`src/rtl/scr_pkg.sv`:
```
package scr_pkg;

  localparam int ADDR_W = 12;
  localparam int DATA_W = 32;
  localparam int NUM_WORDS = 4;          // rst lo/hi, stop lo/hi
  localparam int LINES = 2 * DATA_W;     // peripherals per bank

  localparam logic [ADDR_W-1:0] OFS_RST_LO  = 12'h040;
  localparam logic [ADDR_W-1:0] OFS_RST_HI  = 12'h050;
  localparam logic [ADDR_W-1:0] OFS_STOP_LO = 12'h080;
  localparam logic [ADDR_W-1:0] OFS_STOP_HI = 12'h090;
  localparam logic [ADDR_W-1:0] OFS_MISC    = 12'h0C0;
  localparam int MISC_DIV_BIT = 12;

  typedef enum logic [2:0] {
    SEL_RST_LO  = 3'd0,
    SEL_RST_HI  = 3'd1,
    SEL_STOP_LO = 3'd2,
    SEL_STOP_HI = 3'd3,
    SEL_MISC    = 3'd4,
    SEL_NONE    = 3'd7
  } reg_sel_e;

  typedef struct packed {
    reg_sel_e sel;
    logic     clr;
  } dec_t;

  // Offset -> register select; bit 2 picks the clear alias for the four
  // set/clear words. Misaligned offsets map nowhere.
  function automatic dec_t decode(logic [ADDR_W-1:0] a);
    dec_t d;
    logic [ADDR_W-1:0] base;
    d.sel = SEL_NONE;
    d.clr = 1'b0;
    base = {a[ADDR_W-1:3], 3'b000};
    if (a[1:0] == 2'b00) begin
      if (a == OFS_MISC) begin
        d.sel = SEL_MISC;
      end else begin
        case (base)
          OFS_RST_LO:  d.sel = SEL_RST_LO;
          OFS_RST_HI:  d.sel = SEL_RST_HI;
          OFS_STOP_LO: d.sel = SEL_STOP_LO;
          OFS_STOP_HI: d.sel = SEL_STOP_HI;
          default:     d.sel = SEL_NONE;
        endcase
        d.clr = a[2];
      end
    end
    return d;
  endfunction

  function automatic logic [DATA_W-1:0] set_clr(logic [DATA_W-1:0] old,
                                                logic [DATA_W-1:0] mask,
                                                logic clr);
    return clr ? (old & ~mask) : (old | mask);
  endfunction

  // A gate runs when its stored bit differs from its stop sense.
  function automatic logic [LINES-1:0] clk_enable(logic [LINES-1:0] stop,
                                                  logic [LINES-1:0] inv,
                                                  logic [LINES-1:0] present);
    return present & ~(stop ^ inv);
  endfunction

endpackage

```
`src/rtl/scr_sc_word.sv`:
```
module scr_sc_word
  import scr_pkg::*;
#(
  parameter logic [DATA_W-1:0] RST_VAL = '1
) (
  input  logic              clk,
  input  logic              rst_n,
  input  logic              wr_en,
  input  logic              clr,
  input  logic [DATA_W-1:0] mask,
  output logic [DATA_W-1:0] q
);

  always_ff @(posedge clk or negedge rst_n) begin
    if (!rst_n) q <= RST_VAL;
    else if (wr_en) q <= set_clr(q, mask, clr);
  end

endmodule

```
`src/rtl/scr_misc_reg.sv`:
```
module scr_misc_reg
  import scr_pkg::*;
(
  input  logic              clk,
  input  logic              rst_n,
  input  logic              wr_en,
  input  logic [DATA_W-1:0] wdata,
  output logic [DATA_W-1:0] q
);

  logic div_sel;

  always_ff @(posedge clk or negedge rst_n) begin
    if (!rst_n) div_sel <= 1'b0;
    else if (wr_en) div_sel <= wdata[MISC_DIV_BIT];
  end

  always_comb begin
    q = '0;
    q[MISC_DIV_BIT] = div_sel;
  end

endmodule

```
`src/rtl/scr_rd_port.sv`:
```
module scr_rd_port
  import scr_pkg::*;
(
  input  logic                        clk,
  input  logic                        rst_n,
  input  logic                        rd_en,
  input  reg_sel_e                    sel,
  input  logic [NUM_WORDS*DATA_W-1:0] words,
  input  logic [DATA_W-1:0]           misc,
  output logic                        rsp_valid,
  output logic [DATA_W-1:0]           rsp_rdata
);

  logic [DATA_W-1:0] rd_mux;

  always_comb begin
    case (sel)
      SEL_RST_LO:  rd_mux = words[0*DATA_W +: DATA_W];
      SEL_RST_HI:  rd_mux = words[1*DATA_W +: DATA_W];
      SEL_STOP_LO: rd_mux = words[2*DATA_W +: DATA_W];
      SEL_STOP_HI: rd_mux = words[3*DATA_W +: DATA_W];
      SEL_MISC:    rd_mux = misc;
      default:     rd_mux = '0;
    endcase
  end

  always_ff @(posedge clk or negedge rst_n) begin
    if (!rst_n) begin
      rsp_valid <= 1'b0;
      rsp_rdata <= '0;
    end else begin
      rsp_valid <= rd_en;
      if (rd_en) rsp_rdata <= rd_mux;
    end
  end

endmodule

```
`src/rtl/scr_clkrst_regs.sv`:
```
module scr_clkrst_regs
  import scr_pkg::*;
#(
  parameter logic [LINES-1:0]  CLK_INV_POL  = 64'h0000_0000_0000_4000,
  parameter logic [LINES-1:0]  GATE_PRESENT = 64'hFFFF_FFFF_7FFF_FFFF,
  parameter logic [DATA_W-1:0] STOP_LO_RST  = 32'h7FFF_BFFF
) (
  input  logic              clk,
  input  logic              rst_n,
  input  logic              req_valid,
  output logic              req_ready,
  input  logic              req_write,
  input  logic [ADDR_W-1:0] req_addr,
  input  logic [DATA_W-1:0] req_wdata,
  output logic              rsp_valid,
  output logic [DATA_W-1:0] rsp_rdata,
  output logic [LINES-1:0]  periph_rst,
  output logic [LINES-1:0]  periph_clk_en,
  output logic              uart_a_div13,
  output logic              uart_b_div13
);

  localparam int STOP_LO_IDX = 2;
  localparam int UARTB_BIT   = DATA_W - 1;

  // named internal events
  logic     acc_wr;
  logic     acc_rd;
  dec_t     dec;
  logic [NUM_WORDS*DATA_W-1:0] words_flat;
  logic [DATA_W-1:0] misc_q;

  assign req_ready = 1'b1;
  assign acc_wr    = req_valid & req_ready & req_write;
  assign acc_rd    = req_valid & req_ready & ~req_write;
  assign dec       = decode(req_addr);

  for (genvar w = 0; w < NUM_WORDS; w++) begin : g_word
    localparam logic [DATA_W-1:0] RV = (w == STOP_LO_IDX) ? STOP_LO_RST : '1;
    logic hit;
    assign hit = acc_wr && (dec.sel == reg_sel_e'(w));
    scr_sc_word #(.RST_VAL(RV)) u_word (
      .clk   (clk),
      .rst_n (rst_n),
      .wr_en (hit),
      .clr   (dec.clr),
      .mask  (req_wdata),
      .q     (words_flat[w*DATA_W +: DATA_W])
    );
  end

  scr_misc_reg u_misc (
    .clk   (clk),
    .rst_n (rst_n),
    .wr_en (acc_wr && dec.sel == SEL_MISC),
    .wdata (req_wdata),
    .q     (misc_q)
  );

  scr_rd_port u_rd (
    .clk       (clk),
    .rst_n     (rst_n),
    .rd_en     (acc_rd),
    .sel       (dec.sel),
    .words     (words_flat),
    .misc      (misc_q),
    .rsp_valid (rsp_valid),
    .rsp_rdata (rsp_rdata)
  );

  assign periph_rst    = words_flat[0 +: LINES];
  assign periph_clk_en = clk_enable(words_flat[LINES +: LINES], CLK_INV_POL, GATE_PRESENT);
  assign uart_a_div13  = misc_q[MISC_DIV_BIT];
  assign uart_b_div13  = words_flat[STOP_LO_IDX*DATA_W + UARTB_BIT];

endmodule

```
`config.mk`:
```
export PLATFORM = sky130hd
export DESIGN_NAME = scr_clkrst_regs
export DESIGN_NICKNAME = d
export VERILOG_FILES = /design/src/rtl/scr_pkg.sv /design/src/rtl/scr_sc_word.sv /design/src/rtl/scr_misc_reg.sv /design/src/rtl/scr_rd_port.sv /design/src/rtl/scr_clkrst_regs.sv
export SDC_FILE = /design/constraint.sdc
export NUM_CORES = 1
export LEC_CHECK = 0
export BUFFER_PORTS_ARGS = -buffer_cell sky130_fd_sc_hd__buf_2
export CAP_MARGIN = 10
export CORE_UTILIZATION = 58
export DETAILED_ROUTE_END_ITERATION = 10
export GPL_ROUTABILITY_DRIVEN = 0
export HOLD_SLACK_MARGIN = 0.1
export PLACE_DENSITY = 0.9
export SKIP_CTS_REPAIR_TIMING = 1
export SYNTH_ARGS = -nofsm -noshare
export SYNTH_HDL_FRONTEND = slang
export SYNTH_SLANG_ARGS = --single-unit
```
`constraint.sdc`:
```
create_clock -name clk -period 2.3 [get_ports clk]
set_input_delay 0.46 -clock clk [delete_from_list [all_inputs] [get_ports clk]]
set_output_delay 0.46 -clock clk [all_outputs]
set_load 0.05 [all_outputs]
```
# Word level (Yosys, flattened, before mapping)
# Cells that the tools add are included.
# word_totals
register_bits	162
latch_bits	0
mem_bits_rw	0
rom_bits	0
output_inout_bits	164
n_memories	0
# op_classes
addsub	0
mul	0
div	0
magnitude_cmp	0
n_eq_ne	9
shift	0
mux	9
n_bitwise	14
n_reduce_logical	7
# ops
cell	n
32-bit case mux with 5 select lines	1
32-bit bitwise AND	4
32-bit 2-to-1 mux	4
32-bit bitwise OR	4
64-bit NOT	1
32-bit NOT	1
9-bit by 4-bit equality test with 1-bit output, second input constant	2
9-bit by 5-bit equality test with 1-bit output, second input constant	2
12-bit by 8-bit equality test with 1-bit output, second input constant	1
3-bit case mux with 4 select lines	1
3-bit by 2-bit equality test with 1-bit output, second input constant	2
1-bit logical AND	5
4-bit 2-to-1 mux	1
3-bit by 1-bit equality test with 1-bit output, second input constant	1
3-bit equality test, second input constant	1
3-bit logical NOT	1
3-bit 2-to-1 mux	1
1-bit bitwise AND	2
2-bit logical NOT	1
1-bit NOT	2
1-bit 2-to-1 mux	1

# Depth between registers and ports, before layout
# Gate-level depths: netlist of the first run.
# depth
ltp_word	6
mapped_depth	7
mapped_depth_nobuf	4

# By module
# From an unflattened synthesis of the first run, not the netlist that was laid out.
# unflattened
hier_cells	960
hier_area_um2	9200.1
# by_module_without_submodules
module	n_inst	cells_per_inst	area_each_um2	seq_area_each_um2
scr_sc_word (g_word[0].u_word ...)	3	134	1447.6	840.8
scr_rd_port	1	295	2685.1	825.8
scr_sc_word (g_word[2].u_word)	1	134	1445.1	838.3
scr_clkrst_regs	1	94	442.9	0.0
scr_misc_reg	1	35	284.0	25.0

# Worst setup path after synthesis of the first run
# Ideal clock, no wire load.
# synth_timing
path_type	input-to-reg
from	input port req_addr[5]
to	register u_rd.rsp_rdata[0]
setup_ns	0.080
t_arrival_ns	2.049
required_ns	2.220
setup_slack_ns	0.171
stages	7
path_buffers	3
cell_sequence	or4_4 buf_6 or3_1 or2_1 buf_6 buf_6 o211ai_2
# synth_between
elab_chain_cells	6
# synth_lines
element	line	rtl
start: declaration	scr_clkrst_regs.sv:13	input logic [ADDR_W-1:0] req_addr,
9-bit by 5-bit equality test with 1-bit output or 9-bit by 4-bit equality test with 1-bit output (tied branches)	scr_pkg.sv:41	case (base)
3-bit case mux with 4 select lines	scr_pkg.sv:41	
3-bit 2-to-1 mux *	scr_pkg.sv:38	if (a == OFS_MISC) begin
4-bit 2-to-1 mux *	scr_pkg.sv:37	if (a[1:0] == 2'b00) begin
3-bit equality test (tied with other cells)	scr_rd_port.sv:17	case (sel)
32-bit case mux with 5 select lines *	scr_rd_port.sv:17	
end signal: assignment	scr_rd_port.sv:33	if (rd_en) rsp_rdata <= rd_mux;
end: declaration	scr_rd_port.sv:11	output logic [DATA_W-1:0] rsp_rdata
# Every way passes the cells marked *; elsewhere a longest branch is shown, timed or not.
# A chain may end at the register's enable or synchronous reset.

==> run metrics, run 1 <==
status=finished clean; initial antenna violation count=0; R2R cell count=4; family with the most delay on the worst path=simple AND/OR/NAND/NOR gates; crit path launch type=input port; kind of end point of the critical path=flop; pwr/cell area=635 mW/mm^2; r2r setup slk=0.77 ns; CTS H-tree lvls=4; FF-to-FF Start=u_misc.div_sel$_DFFE_PN0P_; Hold Crit Class=in -> reg; Die ar.=0.0145 mm^2; synthesized instance count=821; Clock Latency Late Sink=0.43 ns; routed length on met1=9.54 mm; Core ar.=0.0135 mm^2; post-layout min period=1.96 ns; Netlist cell types=37; Area contributors post-synth=dfstp_2, a31oi_1, dfrtp_1; total grt overflow=0; largest net degree at the start of global routing=97; hold slack=0.277 ns; metal3 WL=2.28 mm; antenna-violating nets left=0; Yosys warning total=0; post-synth top area cell=dfstp_2; CTS max path bufs=2; crit path DAT=2.29 ns; Starting Density=60.4%; HPWL Detailed=15.5 mm; Cell Area, Synth=0.00813 mm^2; root buffer cell=clkbuf_16; layout cells sized above 1=45.8%; input/output buffers=209; Peak VDD IR=0.533 mV; DR vias/cell=6.40; DRC=0; Tcrit/Tclk final=85.3%; max_slew headroom=60.9%; r2r endpoint=u_rd.rsp_rdata[12]$_DFFE_PN0P_; Fin. Hold Viols=0; top cell type's share of synthesized area=40.7%; Least-Margin Pin Slew=0.587 ns; via count=7444; fill cell count=904; slowest CP cell=or4_4; # rows=42; Top FF cell, synth=dfstp_2; total wire length=24.3 mm; asr flop ratio synth=100%; Critical Path, Cell by Cell=buf_2, or4_4, nor4_4, buf_4, buf_4, a31oi_1, a31oi_1; unrepaired setup endpoints after global routing=no; worst endpoint required time=2.63 ns; multi-input logic area=0.00312 mm^2; CP Class=in -> reg; first-pass detailed-route iteration total=5; die width=120 um; register area=0.00421 mm^2; FF+latch count, synth=162; Mapped Nets=869; CP max stage delay=0.61 ns; GRT Util Overall=34.4%; first-pass GRT wire length=38.1 mm; Final TNS setup=0 ns; clock slew at reported path FFs=0.06 ns; vias in the first global route=7065; Final nets=1021; met2 WL=11.7 mm; Leakage=4.09 nW; CP Max Fanout=18; Hold Path Depth=2; most common cell in the synthesized netlist=a31oi_1; initial drt markers=885; clock tree from TritonCTS=done; Final Setup Violations=0; wire per inst=20.9 um; clock sink count=162; clock buffer count from CTS=17; EDFF count, synth=0; Avg Synthesized Cell Area=9.90 um^2; max frequency=510 MHz; Pins Over Slew Limit=0; top layer in use=met4; register area share after synthesis=51.8%; Buf/Inv on CP=3; Area Growth Syn to Fin=23.1%; max-capacitance violation count=0; I/O pins=212; Chip Height=120 um; Post-synth top cells=a31oi_1, dfstp_2, nand2_1, inv_1, clkbuf_1; HP Start=req_wdata[10]; Worst Skew=0.00533 ns
==> area by class of cell <==
cell class	instances	area share, %
clock buffers	21	4.50
repair buffers	250	15.7
well taps	176	2.20
multi-input cells	477	31.2
clock inverters	11	1.84
diodes	1	0.0250
flip-flops and latches	162	42.1
inverters	65	2.44
==> per-stage QoR <==
stage	utilization [%]	setup slack (ns)	cells	total power [W]	area (um^2)
3_5_place_dp	69.6	-0.0396	1129	0.00333	9360
6_report	74.4	0.339	1163	0.00636	10000
2_1_floorplan	-	0.171	821	0.00316	8130
5_1_grt	74.4	0.304	1162	0.00654	10000
3_3_place_gp	69.6	0.00819	1129	0.00332	9360
4_1_cts	74.3	0.395	1161	0.00637	10000
==> power by group <==
part           internal (W)  switching (W)  leakage, nW
registers           0.00288     0.00000814         1.80
clock network       0.00195        0.00112        0.311
logic             0.0000965       0.000310         1.97
==> cell usage in the layout (no fill, tap or decap), types with 4 or more instances in the layout <==
cell / synthesis / final
clkinv_2: 0 / 4
dfstp_2: 126 / 126
buf_12: 0 / 17
clkbuf_16: 0 / 17
a31oi_1: 256 / 256
and2_2: 0 / 4
o21ai_0: 29 / 29
buf_4: 17 / 23
dfrtp_1: 36 / 36
buf_2: 15 / 208
o211ai_2: 30 / 30
mux2i_1: 32 / 32
inv_1: 65 / 65
nand2_1: 94 / 94
bufinv_16: 0 / 5
==> metal layers <==
metal  vias up  track usage [%]
met5         -                0
met2       479             54.8
met1      3595             45.5
met3        65             8.25
li1       3305                -
met4         0             13.0
==> worst max path at each step <==
stage / slack, ns / depth (start not counted) / endpoint / start
2_1_floorplan: 0.17 / 7 / u_rd.rsp_rdata[0]$_DFFE_PN0P_ / req_addr[5]
3_3_place_gp: 0.008 / 5 / u_misc.div_sel$_DFFE_PN0P_ / req_addr[3]
3_5_place_dp: -0.04 / 6 / u_rd.rsp_rdata[31]$_DFFE_PN0P_ / req_addr[5]
4_1_cts: 0.40 / 7 / flop / req_addr[5]
5_1_grt: 0.30 / 7 / flop / req_addr[5]
6_report: 0.34 / 7 / flop / req_addr[5]
==> cell families after synthesis <==
group | share of synthesized area, %
compound gates | 26.5
buf+inv | 10.4
flops | 51.8
simple gates | 6.82
mux | 4.35
other cells | 0.0924
xor+xnor | 0.108
==> worst reg2reg max path, cell delays in order (launching register included) <==
cell and delay (ns):
dfrtp_1 0.38, nor4bb_1 0.46, nor4b_1 0.35, a211oi_1 0.08
o221ai_1 0.18
Power figures use the tool's default switching activity.
==> inputs of run 2 (changes only) <==
--- a/config.mk
+++ b/config.mk
@@ -7,11 +7,12 @@
 export LEC_CHECK = 0
 export BUFFER_PORTS_ARGS = -buffer_cell sky130_fd_sc_hd__buf_2
 export CAP_MARGIN = 10
-export CORE_UTILIZATION = 58
+export CORE_UTILIZATION = 59
+export CTS_BUF_LIST = sky130_fd_sc_hd__clkbuf_4 sky130_fd_sc_hd__clkbuf_8
 export DETAILED_ROUTE_END_ITERATION = 10
 export GPL_ROUTABILITY_DRIVEN = 0
 export HOLD_SLACK_MARGIN = 0.1
-export PLACE_DENSITY = 0.9
+export PLACE_DENSITY = 0.91
 export SKIP_CTS_REPAIR_TIMING = 1
 export SYNTH_ARGS = -nofsm -noshare
 export SYNTH_HDL_FRONTEND = slang
==> run 2 against run 1 <==
Compared with the run above:
- clock-buffer cell count unchanged
- largest power group is now sequential cells
- critical path type unchanged
- cell count is essentially flat
- via count down 0.24%
==> run metrics, run 2 (same netlist as run 1, synthesis figures left out) <==
commonest cells after routing, fill and taps aside=a31oi_1, buf_2, dfstp_2 (unchanged); fill cell count=941 (was 904); clock sink count=162 (unchanged); DR vias/cell=6.38 (was 6.40); crit path launch type=input port (unchanged); FF-to-FF Start=u_misc.div_sel$_DFFE_PN0P_ (unchanged); DRC=0 (unchanged); clock slew at reported path FFs=0.09 ns (was 0.06 ns); Leakage=3.99 nW (was 4.09 nW); max frequency=520 MHz (was 510 MHz); HPWL Detailed=15.5 mm (about the same); post-route insts no fill=1164 (was 1163); Core ar.=0.0133 mm^2 (was 0.0135 mm^2); vias in the first global route=7152 (was 7065); commonest non-fill, non-tap cell in the layout=a31oi_1 (unchanged); # rows=42 (unchanged); Chip Height=119 um (was 120 um); R2R cell count=4 (unchanged); Hold Crit Class=in -> reg (unchanged); GRT Util Overall=34.8% (was 34.4%); Worst Skew=0.00792 ns (was 0.00533 ns); largest net degree at the start of global routing=83 (was 97); met2 Use GR=55.3% (was 54.8%); Hold Path Depth=2 (unchanged); r2r endpoint=u_rd.rsp_rdata[12]$_DFFE_PN0P_ (unchanged); grt met3 use=7.38% (was 8.25%); CTS H-tree lvls=4 (unchanged); CP Class=in -> reg (unchanged); Tcrit/Tclk final=83.5% (was 85.3%); kind of end point of the critical path=flop (unchanged); layout cells sized above 1=46.2% (was 45.8%); HP Start=req_wdata[13] (was req_wdata[10]); Final Util=73.2% (was 74.4%); clock buffer count from CTS=17 (unchanged); Peak VDD IR=0.354 mV (was 0.533 mV); global route hottest layer=met2 (unchanged); cell count after placement=1131 (was 1129); root buffer cell=clkbuf_8 (was clkbuf_16); multi-input logic area=0.00312 mm^2 (unchanged); crit path DAT=2.31 ns (was 2.29 ns); Area Growth Syn to Fin=20.1% (was 23.1%); total grt overflow=0 (unchanged); Final TNS setup=0 ns (unchanged); Pins Over Slew Limit=0 (unchanged); Clock Latency Late Sink=0.47 ns (was 0.43 ns); Final Setup Violations=0 (unchanged); status=finished clean (unchanged); wire per inst=20.6 um (was 20.9 um); Final nets=1023 (was 1021); I/O pins=212 (unchanged); antenna-violating nets left=0 (unchanged); Fin. Hold Viols=0 (unchanged); r2r setup slk=0.83 ns (was 0.77 ns); initial drt markers=744 (was 885); post-route cell area=0.00977 mm^2 (was 0.0100 mm^2); met1 global-route usage=45.7% (was 45.5%); Die ar.=0.0143 mm^2 (was 0.0145 mm^2); Starting Density=60.9% (was 60.4%); first-pass detailed-route iteration total=5 (unchanged); register area=0.00421 mm^2 (unchanged); pwr/cell area=585 mW/mm^2 (was 635 mW/mm^2); initial antenna violation count=1 (was 0); first-pass GRT wire length=38.0 mm (was 38.1 mm); clock tree from TritonCTS=done (unchanged); via count=7426 (was 7444); Least-Margin Pin Slew=0.575 ns (was 0.587 ns); max-capacitance violation count=0 (unchanged); dpl ws=-0.0424 ns (was -0.0396 ns); unrepaired setup endpoints after global routing=no (unchanged); max_slew headroom=61.7% (was 60.9%); die width=119 um (was 120 um); CP Max Fanout=14 (was 18); post-layout min period=1.92 ns (was 1.96 ns); CTS max path bufs=2 (unchanged); Final WS setup=0.378 ns (was 0.339 ns); dpl cell area=0.00929 mm^2 (was 0.00936 mm^2); input/output buffers=209 (unchanged); total wire length=24.0 mm (was 24.3 mm); worst endpoint required time=2.69 ns (was 2.63 ns)
==> run 2: cell types whose count changed in the layout (fill, tap and decap cells not counted) <==
cell | previous run | this run
buf_12 | 17 | 10
buf_4 | 23 | 32
clkbuf_1 | 3 | 0
clkbuf_16 | 17 | 0
clkbuf_4 | 0 | 1
clkbuf_8 | 1 | 20
clkinv_2 | 4 | 3
clkinvlp_4 | 1 | 2
inv_4 | 1 | 0
==> run 2: layer usage <==
| layer | vias to the layer above | share of wire, % |
|---|---|---|
| li1 | 3322 | - |
| met1 | 3566 | 39 |
| met2 | 469 | 48 |
| met3 | 69 | 9.4 |
| met4 | 0 | 3.1 |
| met5 | - | 0 |
==> run 2: where the power goes <==
part	switching, W	internal [W]
clock	0.00105	0.00138
combinational	0.000307	0.0000950
sequential	0.00000800	0.00288
total	0.00136	0.00435
==> run 2: worst max-delay path, cell delays in order <==
cell and delay [ns]:
buf_2 0.09, or4_4 0.62, nor4_4 0.44, buf_4 0.29, a31oi_1 0.18, a31oi_1 0.22
==> run 2: how the worst max path moves through the flow <==
| stage | startpoint | endpoint | slack (ns) | cells past startpoint |
|---|---|---|---|---|
| final | req_addr[5] | flop | 0.38 | 6 |
| after global routing | req_addr[5] | flop | 0.28 | 6 |
| after CTS | req_addr[5] | flop | 0.43 | 6 |
| after detailed placement | req_addr[5] | flop | -0.04 | 6 |
| after global placement | req_addr[5] | u_rd.rsp_rdata[12]$_DFFE_PN0P_ | 0.003 | 6 |
| after floorplan | req_addr[5] | u_rd.rsp_rdata[0]$_DFFE_PN0P_ | 0.17 | 7 |
==> run 2: area by class of cell <==
| class | instances | area share (%) |
|---|---|---|
| Clock buffer | 21 | 2.90 |
| Antenna cell | 1 | 0.0256 |
| Inverter | 65 | 2.50 |
| Sequential cell | 162 | 43.1 |
| Multi-Input combinational cell | 477 | 32.0 |
| Clock inverter | 10 | 1.84 |
| Timing Repair Buffer | 252 | 15.4 |
| Tap cell | 176 | 2.25 |
==> run 2: per-stage QoR <==
step / total power [W] / hold WS, ns
final: 0.00571 / 0.230
after global routing: 0.00586 / 0.227
after CTS: 0.00570 / -0.0491
after detailed placement: 0.00332 / 0.452
after global placement: 0.00331 / 0.460
after floorplan: 0.00316 / 0.164
